$ cat src/rtl/ea_agen_pkg.sv
package ea_agen_pkg;

  typedef enum logic [3:0] {
    EA_DREG    = 4'd0,
    EA_AREG    = 4'd1,
    EA_IND     = 4'd2,
    EA_POSTINC = 4'd3,
    EA_PREDEC  = 4'd4,
    EA_DISP    = 4'd5,
    EA_INDEX   = 4'd6,
    EA_PCDISP  = 4'd7,
    EA_PCINDEX = 4'd8,
    EA_ABSW    = 4'd9,
    EA_ABSL    = 4'd10,
    EA_IMM     = 4'd11
  } ea_mode_e;

  typedef enum logic [1:0] {
    SZ_BYTE = 2'd0,
    SZ_WORD = 2'd1,
    SZ_LONG = 2'd2,
    SZ_RSVD = 2'd3
  } op_size_e;

  // Byte count of one operand; the reserved code is handled like a long
  function automatic int unsigned size_bytes(op_size_e sz);
    case (sz)
      SZ_BYTE: return 1;
      SZ_WORD: return 2;
      default: return 4;
    endcase
  endfunction

endpackage

$ cat src/rtl/ea_step_gen.sv
module ea_step_gen
  import ea_agen_pkg::*;
#(
  parameter int AW = 32
) (
  input  op_size_e        size,
  output logic [AW-1:0]   step
);
  localparam int SW = 3;

  logic [SW-1:0] step_small;

  always_comb begin
    step_small = SW'(size_bytes(size));
    step       = {{(AW-SW){1'b0}}, step_small};
  end

  // the auto step is always a single power of two
  always_comb begin
    a_r3_step_pow2: assert ($countones(step_small) == 1);
  end
endmodule

$ cat src/rtl/ea_index_term.sv
module ea_index_term #(
  parameter int AW  = 32,
  parameter int XW  = 16,
  parameter int D8W = 8
) (
  input  logic [AW-1:0]  xreg,
  input  logic           xlong,
  input  logic [D8W-1:0] disp8,
  output logic [AW-1:0]  term
);
  function automatic logic [AW-1:0] sext_x(logic [XW-1:0] v);
    return {{(AW-XW){v[XW-1]}}, v};
  endfunction

  function automatic logic [AW-1:0] sext_d(logic [D8W-1:0] v);
    return {{(AW-D8W){v[D8W-1]}}, v};
  endfunction

  logic [AW-1:0] idx_val;

  generate
    if (AW > XW) begin : g_wide
      assign idx_val = xlong ? xreg : sext_x(xreg[XW-1:0]);
    end else begin : g_narrow
      assign idx_val = xreg;
    end
  endgenerate

  assign term = idx_val + sext_d(disp8);
endmodule

$ cat src/rtl/ea_addr_core.sv
module ea_addr_core
  import ea_agen_pkg::*;
#(
  parameter int AW  = 32,
  parameter int DW  = 16,
  parameter int D8W = 8
) (
  input  ea_mode_e        mode,
  input  op_size_e        size,
  input  logic [AW-1:0]   areg,
  input  logic [AW-1:0]   xreg,
  input  logic            xlong,
  input  logic [AW-1:0]   pc,
  input  logic [AW-1:0]   ext,
  output logic [AW-1:0]   ea,
  output logic [AW-1:0]   an_next,
  output logic            an_we,
  output logic            no_mem
);
  function automatic logic [AW-1:0] sext_disp(logic [DW-1:0] v);
    return {{(AW-DW){v[DW-1]}}, v};
  endfunction

  logic [AW-1:0] step;
  logic [AW-1:0] xterm;
  logic [AW-1:0] d16;
  logic [AW-1:0] an_inc;
  logic [AW-1:0] an_dec;

  ea_step_gen #(.AW(AW)) u_step (
    .size (size),
    .step (step)
  );

  ea_index_term #(.AW(AW), .XW(DW), .D8W(D8W)) u_index (
    .xreg  (xreg),
    .xlong (xlong),
    .disp8 (ext[D8W-1:0]),
    .term  (xterm)
  );

  assign d16    = sext_disp(ext[DW-1:0]);
  assign an_inc = areg + step;
  assign an_dec = areg - step;

  always_comb begin
    ea      = '0;
    an_next = areg;
    an_we   = 1'b0;
    no_mem  = 1'b0;
    case (mode)
      EA_IND:     ea = areg;
      EA_POSTINC: begin
        ea      = areg;
        an_next = an_inc;
        an_we   = 1'b1;
      end
      EA_PREDEC:  begin
        ea      = an_dec;
        an_next = an_dec;
        an_we   = 1'b1;
      end
      EA_DISP:    ea = areg + d16;
      EA_INDEX:   ea = areg + xterm;
      EA_PCDISP:  ea = pc + d16;
      EA_PCINDEX: ea = pc + xterm;
      EA_ABSW:    ea = d16;
      EA_ABSL:    ea = ext;
      default:    no_mem = 1'b1;
    endcase
  end

  // a register or immediate operand never writes back
  always_comb begin
    a_r9_nomem_comb: assert (!(no_mem && an_we));
  end
endmodule

$ cat src/rtl/ea_agen.sv
module ea_agen
  import ea_agen_pkg::*;
#(
  parameter int AW  = 32,
  parameter int DW  = 16,
  parameter int D8W = 8
) (
  input  logic          clk,
  input  logic          rst_n,
  input  logic          start,
  input  logic [3:0]    mode,
  input  logic [1:0]    op_size,
  input  logic [AW-1:0] areg,
  input  logic [AW-1:0] xreg,
  input  logic          xlong,
  input  logic [AW-1:0] pc,
  input  logic [AW-1:0] ext,
  output logic          valid,
  output logic [AW-1:0] ea,
  output logic          no_mem,
  output logic [AW-1:0] areg_new,
  output logic          areg_we
);
  ea_mode_e      mode_e;
  ea_mode_e      mode_q;
  logic [AW-1:0] core_ea;
  logic [AW-1:0] core_an;
  logic          core_we;
  logic          core_nm;

  assign mode_e = ea_mode_e'(mode);

  ea_addr_core #(.AW(AW), .DW(DW), .D8W(D8W)) u_core (
    .mode    (mode_e),
    .size    (op_size_e'(op_size)),
    .areg    (areg),
    .xreg    (xreg),
    .xlong   (xlong),
    .pc      (pc),
    .ext     (ext),
    .ea      (core_ea),
    .an_next (core_an),
    .an_we   (core_we),
    .no_mem  (core_nm)
  );

  always_ff @(posedge clk or negedge rst_n) begin
    if (!rst_n) begin
      valid    <= 1'b0;
      ea       <= '0;
      no_mem   <= 1'b0;
      areg_new <= '0;
      areg_we  <= 1'b0;
      mode_q   <= EA_DREG;
    end else begin
      valid <= start;
      if (start) begin
        ea       <= core_ea;
        no_mem   <= core_nm;
        areg_new <= core_an;
        areg_we  <= core_we;
        mode_q   <= mode_e;
      end
    end
  end

  // strobe timing and holding of results
  a_r1_valid_after_start: assert property (@(posedge clk) disable iff (!rst_n)
    start |=> valid);
  a_r1_valid_needs_start: assert property (@(posedge clk) disable iff (!rst_n)
    valid |-> $past(start));
  a_r1_hold_ea: assert property (@(posedge clk) disable iff (!rst_n)
    !valid |-> $stable(ea) && $stable(areg_new) && $stable(no_mem));

  // post-increment moves the register past the address by 1, 2 or 4
  a_r3_postinc_step: assert property (@(posedge clk) disable iff (!rst_n)
    (valid && mode_q == EA_POSTINC) |->
      ((areg_new - ea) == 1 || (areg_new - ea) == 2 || (areg_new - ea) == 4));

  // pre-decrement writes back the very address it uses
  a_r4_predec_same: assert property (@(posedge clk) disable iff (!rst_n)
    (valid && mode_q == EA_PREDEC) |-> (ea == areg_new) && areg_we);

  // no memory operand means a zero address and no write-back
  a_r9_nomem_quiet: assert property (@(posedge clk) disable iff (!rst_n)
    no_mem |-> !areg_we && ea == '0);

  // only the two stepping modes ever write back
  a_r2_we_only_step: assert property (@(posedge clk) disable iff (!rst_n)
    (valid && areg_we) |-> (mode_q == EA_POSTINC || mode_q == EA_PREDEC));
endmodule

$ cat config.mk
export PLATFORM = sky130hd
export DESIGN_NAME = ea_agen
export DESIGN_NICKNAME = d
export VERILOG_FILES = /design/src/rtl/ea_agen_pkg.sv /design/src/rtl/ea_step_gen.sv /design/src/rtl/ea_index_term.sv /design/src/rtl/ea_addr_core.sv /design/src/rtl/ea_agen.sv
export SDC_FILE = /design/constraint.sdc
export NUM_CORES = 1
export LEC_CHECK = 0
export CAP_MARGIN = 10
export CORE_MARGIN = 2
export CORE_UTILIZATION = 35
export DETAILED_ROUTE_END_ITERATION = 6
export DONT_BUFFER_PORTS = 1
export RECOVER_POWER = 100
export SLEW_MARGIN = 0
export SYNTH_ARGS = -nofsm -noshare
export SYNTH_HDL_FRONTEND = slang
export SYNTH_SLANG_ARGS = --single-unit
export TNS_END_PERCENT = 20
$ cat constraint.sdc
create_clock -name clk -period 1 [get_ports clk]
set_clock_uncertainty 0.05 [all_clocks]
set_input_delay 0.05 -clock clk [delete_from_list [all_inputs] [get_ports clk]]
set_output_delay 0.05 -clock clk [all_outputs]
set_load 0.01 [all_outputs]
==> impl_metrics.yaml <==
status:
  status: "complete, but fails checks"
  violations: "hold timing, setup timing"
timing:
  finalHoldViolations: 108
  fmax_mhz: 232
  finalSetupViolCount: 68
  min_period_ns: 4.31
  slew_viol_final: 0
  slew_headroom_pct: 57.5
  whs_ns: -0.660
  finalCritPeriodShare_pct: 431
  tightest_slew_ns: 0.632
  rsz0062_at_grt: "yes"
  fin_ws_ns: -3.31
clock_tree:
  worstSkewPairLatency_ns: 0.34
  cts.sinks: 67
  numCtsBuffers: 9
  path_clk_slew_ns: 0.06
  cts_max_path_buffers: 2
  htreeDepth: 3
  cts_hold_buffers: 9
  cts_tree: "built"
  clock-root-buffer: "clkbuf_16"
setup_path:
  cpMaxStageDelayCell: "fa_2"
  crit_buf_inv: 0
  critPathMaxFanout: 3
  critical_path.top_delay_family: "compound AO/OA/AOI/OAI gates"
  cp_cell_sequence: "ha_4, fa_2, a21o_1, a21o_1, a21oi_2, o21ai_2, nand2_1, nand2_1, a21oi_2, o21bai_1, a21oi_1, xor2_1, o21ai_1, ha_1, and3_4, o2111ai_4, o211ai_2, a41oi_4, o41ai_4, nand4_1, a211oi_2, xor2_1, mux2i_1, o311ai_1"
  path_class: "in -> reg"
  critPathMaxStageDelay_ns: 0.37
  worstPathRequired_ns: 1.17
  worst_ep_arrival_time_ns: 4.49
  start_kind: "input port"
  end_kind: "flip-flop"
grt:
  met2_usage_pct: 44.0
  grt_max_degree: 68
  grt_pass1_vias: 12200
  gr-usage-met3_pct: 6.03
  grt_use_total_pct: 27.7
  gr-max-usage-layer: "met2"
  grt_use_met1_pct: 37.2
  antenna_found_initial: 1
  grt_pass1_wl_um: 67300
  grt_overflow: 0
pwr:
  vdd_drop_max_v: 0.000797
  p_leak_nw: 7.25
  power_mw: 16.1
  power_density_nw_per_um2: 1010
yosys:
  yosysWarnings: 0
  synth_top_flop_cell: "dfrtp_1"
  yosysSeqAreaShare_pct: 16.4
  syn_nets: 1641
  synth-edff-count: 0
  synth_area_per_cell_um2: 7.38
  ys_ff_latch: 67
  synthDistinctLibCells: 85
  syn_area_um2: 10200
  async_flop_share_pct: 100
  syn-instance-count: 1389
layout:
  final_cell_area_um2: 16000
  fin_cells: 2229
  fillCellCount: 2565
  drive_above_1_share_pct: 40.1
  n_antenna_cell: 0
  syn_to_final_growth_pct: 55.6
  fin_util_pct: 55.4
  nNetsFinal: 2092
floorplan:
  die-area_um2: 30700
  fp.dieW_um: 175
  start_util_pct: 35.6
  core_area_um2: 28800
  die_h_um: 175
  core.rowCount: 62
  io_pins: 205
placed_design:
  place.port_buffers: 0
  dpl.cell_count: 2163
  dp_hpwl_um: 34200
  finalWeightedCongestion: 0.981
  place_area_um2: 14200
routing:
  wire_per_inst_um: 19.6
  drt_pass1_iterations: 6
  vias: 12600
  drcViolationCount: 0
  wl_um: 43600
  ant_nets: 0
  via_per_inst: 5.67
  drt-initial-drc-count: 1090
run:
  cap_viol_max_count: 0
min_path:
  holdCritPathClass: "in -> async"
==> kinds of logic (layout without fill, tap and decap cells) <==
group,Yosys count,in the layout,synth area share (%)
AOI/OAI and AO/OA,528,528,33.6
xor gates and xnor gates,103,103,8.94
adders and majority gates,114,114,14.3
buffers and inverters,108,564,4.14
DFF,67,67,16.4
muxes,16,16,1.72
and+or+nand+nor,453,453,20.9
==> state kept, by name, indices dropped and copies added, names as in the netlist <==
| register | cells |
|---|---|
| areg_new | 32 |
| areg_we | 1 |
| valid | 1 |
| no_mem | 1 |
| ea | 32 |
==> area by class of cell <==
| type | instances | area (um2) | share of cell area, % |
|---|---|---|---|
| Clock buffer | 12 | 256 | 1.61 |
| Clock inverter | 4 | 72.6 | 0.455 |
| Inverter | 31 | 116 | 0.729 |
| Multi-Input combinational cell | 1214 | 9320 | 58.4 |
| Sequential cell | 67 | 1680 | 10.5 |
| Tap cell | 384 | 480 | 3.01 |
| Timing Repair Buffer | 517 | 4030 | 25.2 |
==> worst reg2reg max path: cells and delay by family, from the launching register on <==
family             cells  cell delay [ns]
and+or+nand+nor        2             0.18
DFF                    1             0.39
AOI/OAI and AO/OA      3             0.41
==> Yosys cell counts, drive strengths merged (5+ instances only) <==
cell,number,area share (%)
a211oi,27,2.1
o31ai,7,0.51
a21o,38,2.8
inv,31,1.1
o311ai,8,0.68
o41ai,6,0.59
a22oi,6,0.44
and2,10,0.61
clkbuf,62,2.3
nor2,110,4.1
o211ai,8,0.63
nand2b,12,0.73
o31a,5,0.43
a22o,7,0.60
o221ai,7,0.66
a31oi,14,0.85
fa,5,0.98
o22ai,5,0.31
a221oi,20,1.8
a21oi,128,6.2
mux2,13,1.4
nand2,164,6.0
or3,11,0.77
or2,7,0.43
xor2,49,4.2
xnor2,53,4.5
o21a,17,1.2
dfrtp,67,16
buf,15,0.73
nand4,11,0.67
nor2b,15,0.92
ha,109,13
o21bai,12,0.88
nand3,34,1.7
nor4,7,0.72
o2bb2ai,16,1.4
nor3,40,2.0
and3,16,0.98
o21ai,154,7.6
==> cell usage in the layout (no fill, tap or decap), drive strengths merged, types with 12 or more instances in the layout <==
cell type and count:
nor3 40, nor2b 15, a21o 38, a21oi 128, nand3 34, mux2 13
nor2 110, a31oi 14, ha 109, o2bb2ai 16, nand2 164, buf 495
xnor2 53, inv 31, o21bai 12, and3 16, a221oi 20, xor2 49
dfrtp 67, o21ai 154, o21a 17, nand2b 12, clkbuf 25, a211oi 27
==> metal layers <==
layer  vias to the layer above  share of wire [%]
li1                       6070                  -
met1                      5936                 44
met3                        98                8.6
met4                         2                3.3
met5                         -              0.041
met2                       525                 44
==> repair_timing <==
action | in CTS | in global routing
setup endpoints to repair | 72 | 76
hold endpoints to repair | 114 | 104
cloned | 0 | 0
resized for setup | 151 | 95
pin swaps | 55 | 69
buffers inserted | 24 | 19
==> through the flow <==
stage | TNS (ns) | hold slack (ns) | setup slack, ns
2_1_floorplan | -115.49 | -0.296 | -3.27
3_3_place_gp | -136.72 | -0.294 | -3.71
3_5_place_dp | -138.71 | -0.294 | -3.71
4_1_cts | -106.23 | -0.664 | -3.22
5_1_grt | -122.42 | -0.665 | -3.66
6_report | -111.16 | -0.660 | -3.31
==> power breakdown <==
group	switching [mW]	internal [mW]	leakage [nW]
Clock	1.30	2.32	0.159
Combinational	4.46	4.73	6.27
Sequential	0.287	3.02	0.827
==> path summary, 6_finish.rpt <==
check,start,end,slack [ns],depth (start not counted)
setup / recovery,xreg[0],ea[31]$_DFFE_PN0P_,-3.31,24
hold / removal,rst_n,ea[7]$_DFFE_PN0P_,-0.66,0
setup reg to reg,ea[25]$_DFFE_PN0P_,ea[25]$_DFFE_PN0P_,-0.15,5
hold reg to reg,areg_new[28]$_DFFE_PN0P_,areg_new[28]$_DFFE_PN0P_,0.46,1
max in group asynchronous,rst_n,ea[21]$_DFFE_PN0P_,1.37,0
min in group clk,start,valid$_DFF_PN0_,-0.31,0
(Power assumes the default switching activity.)
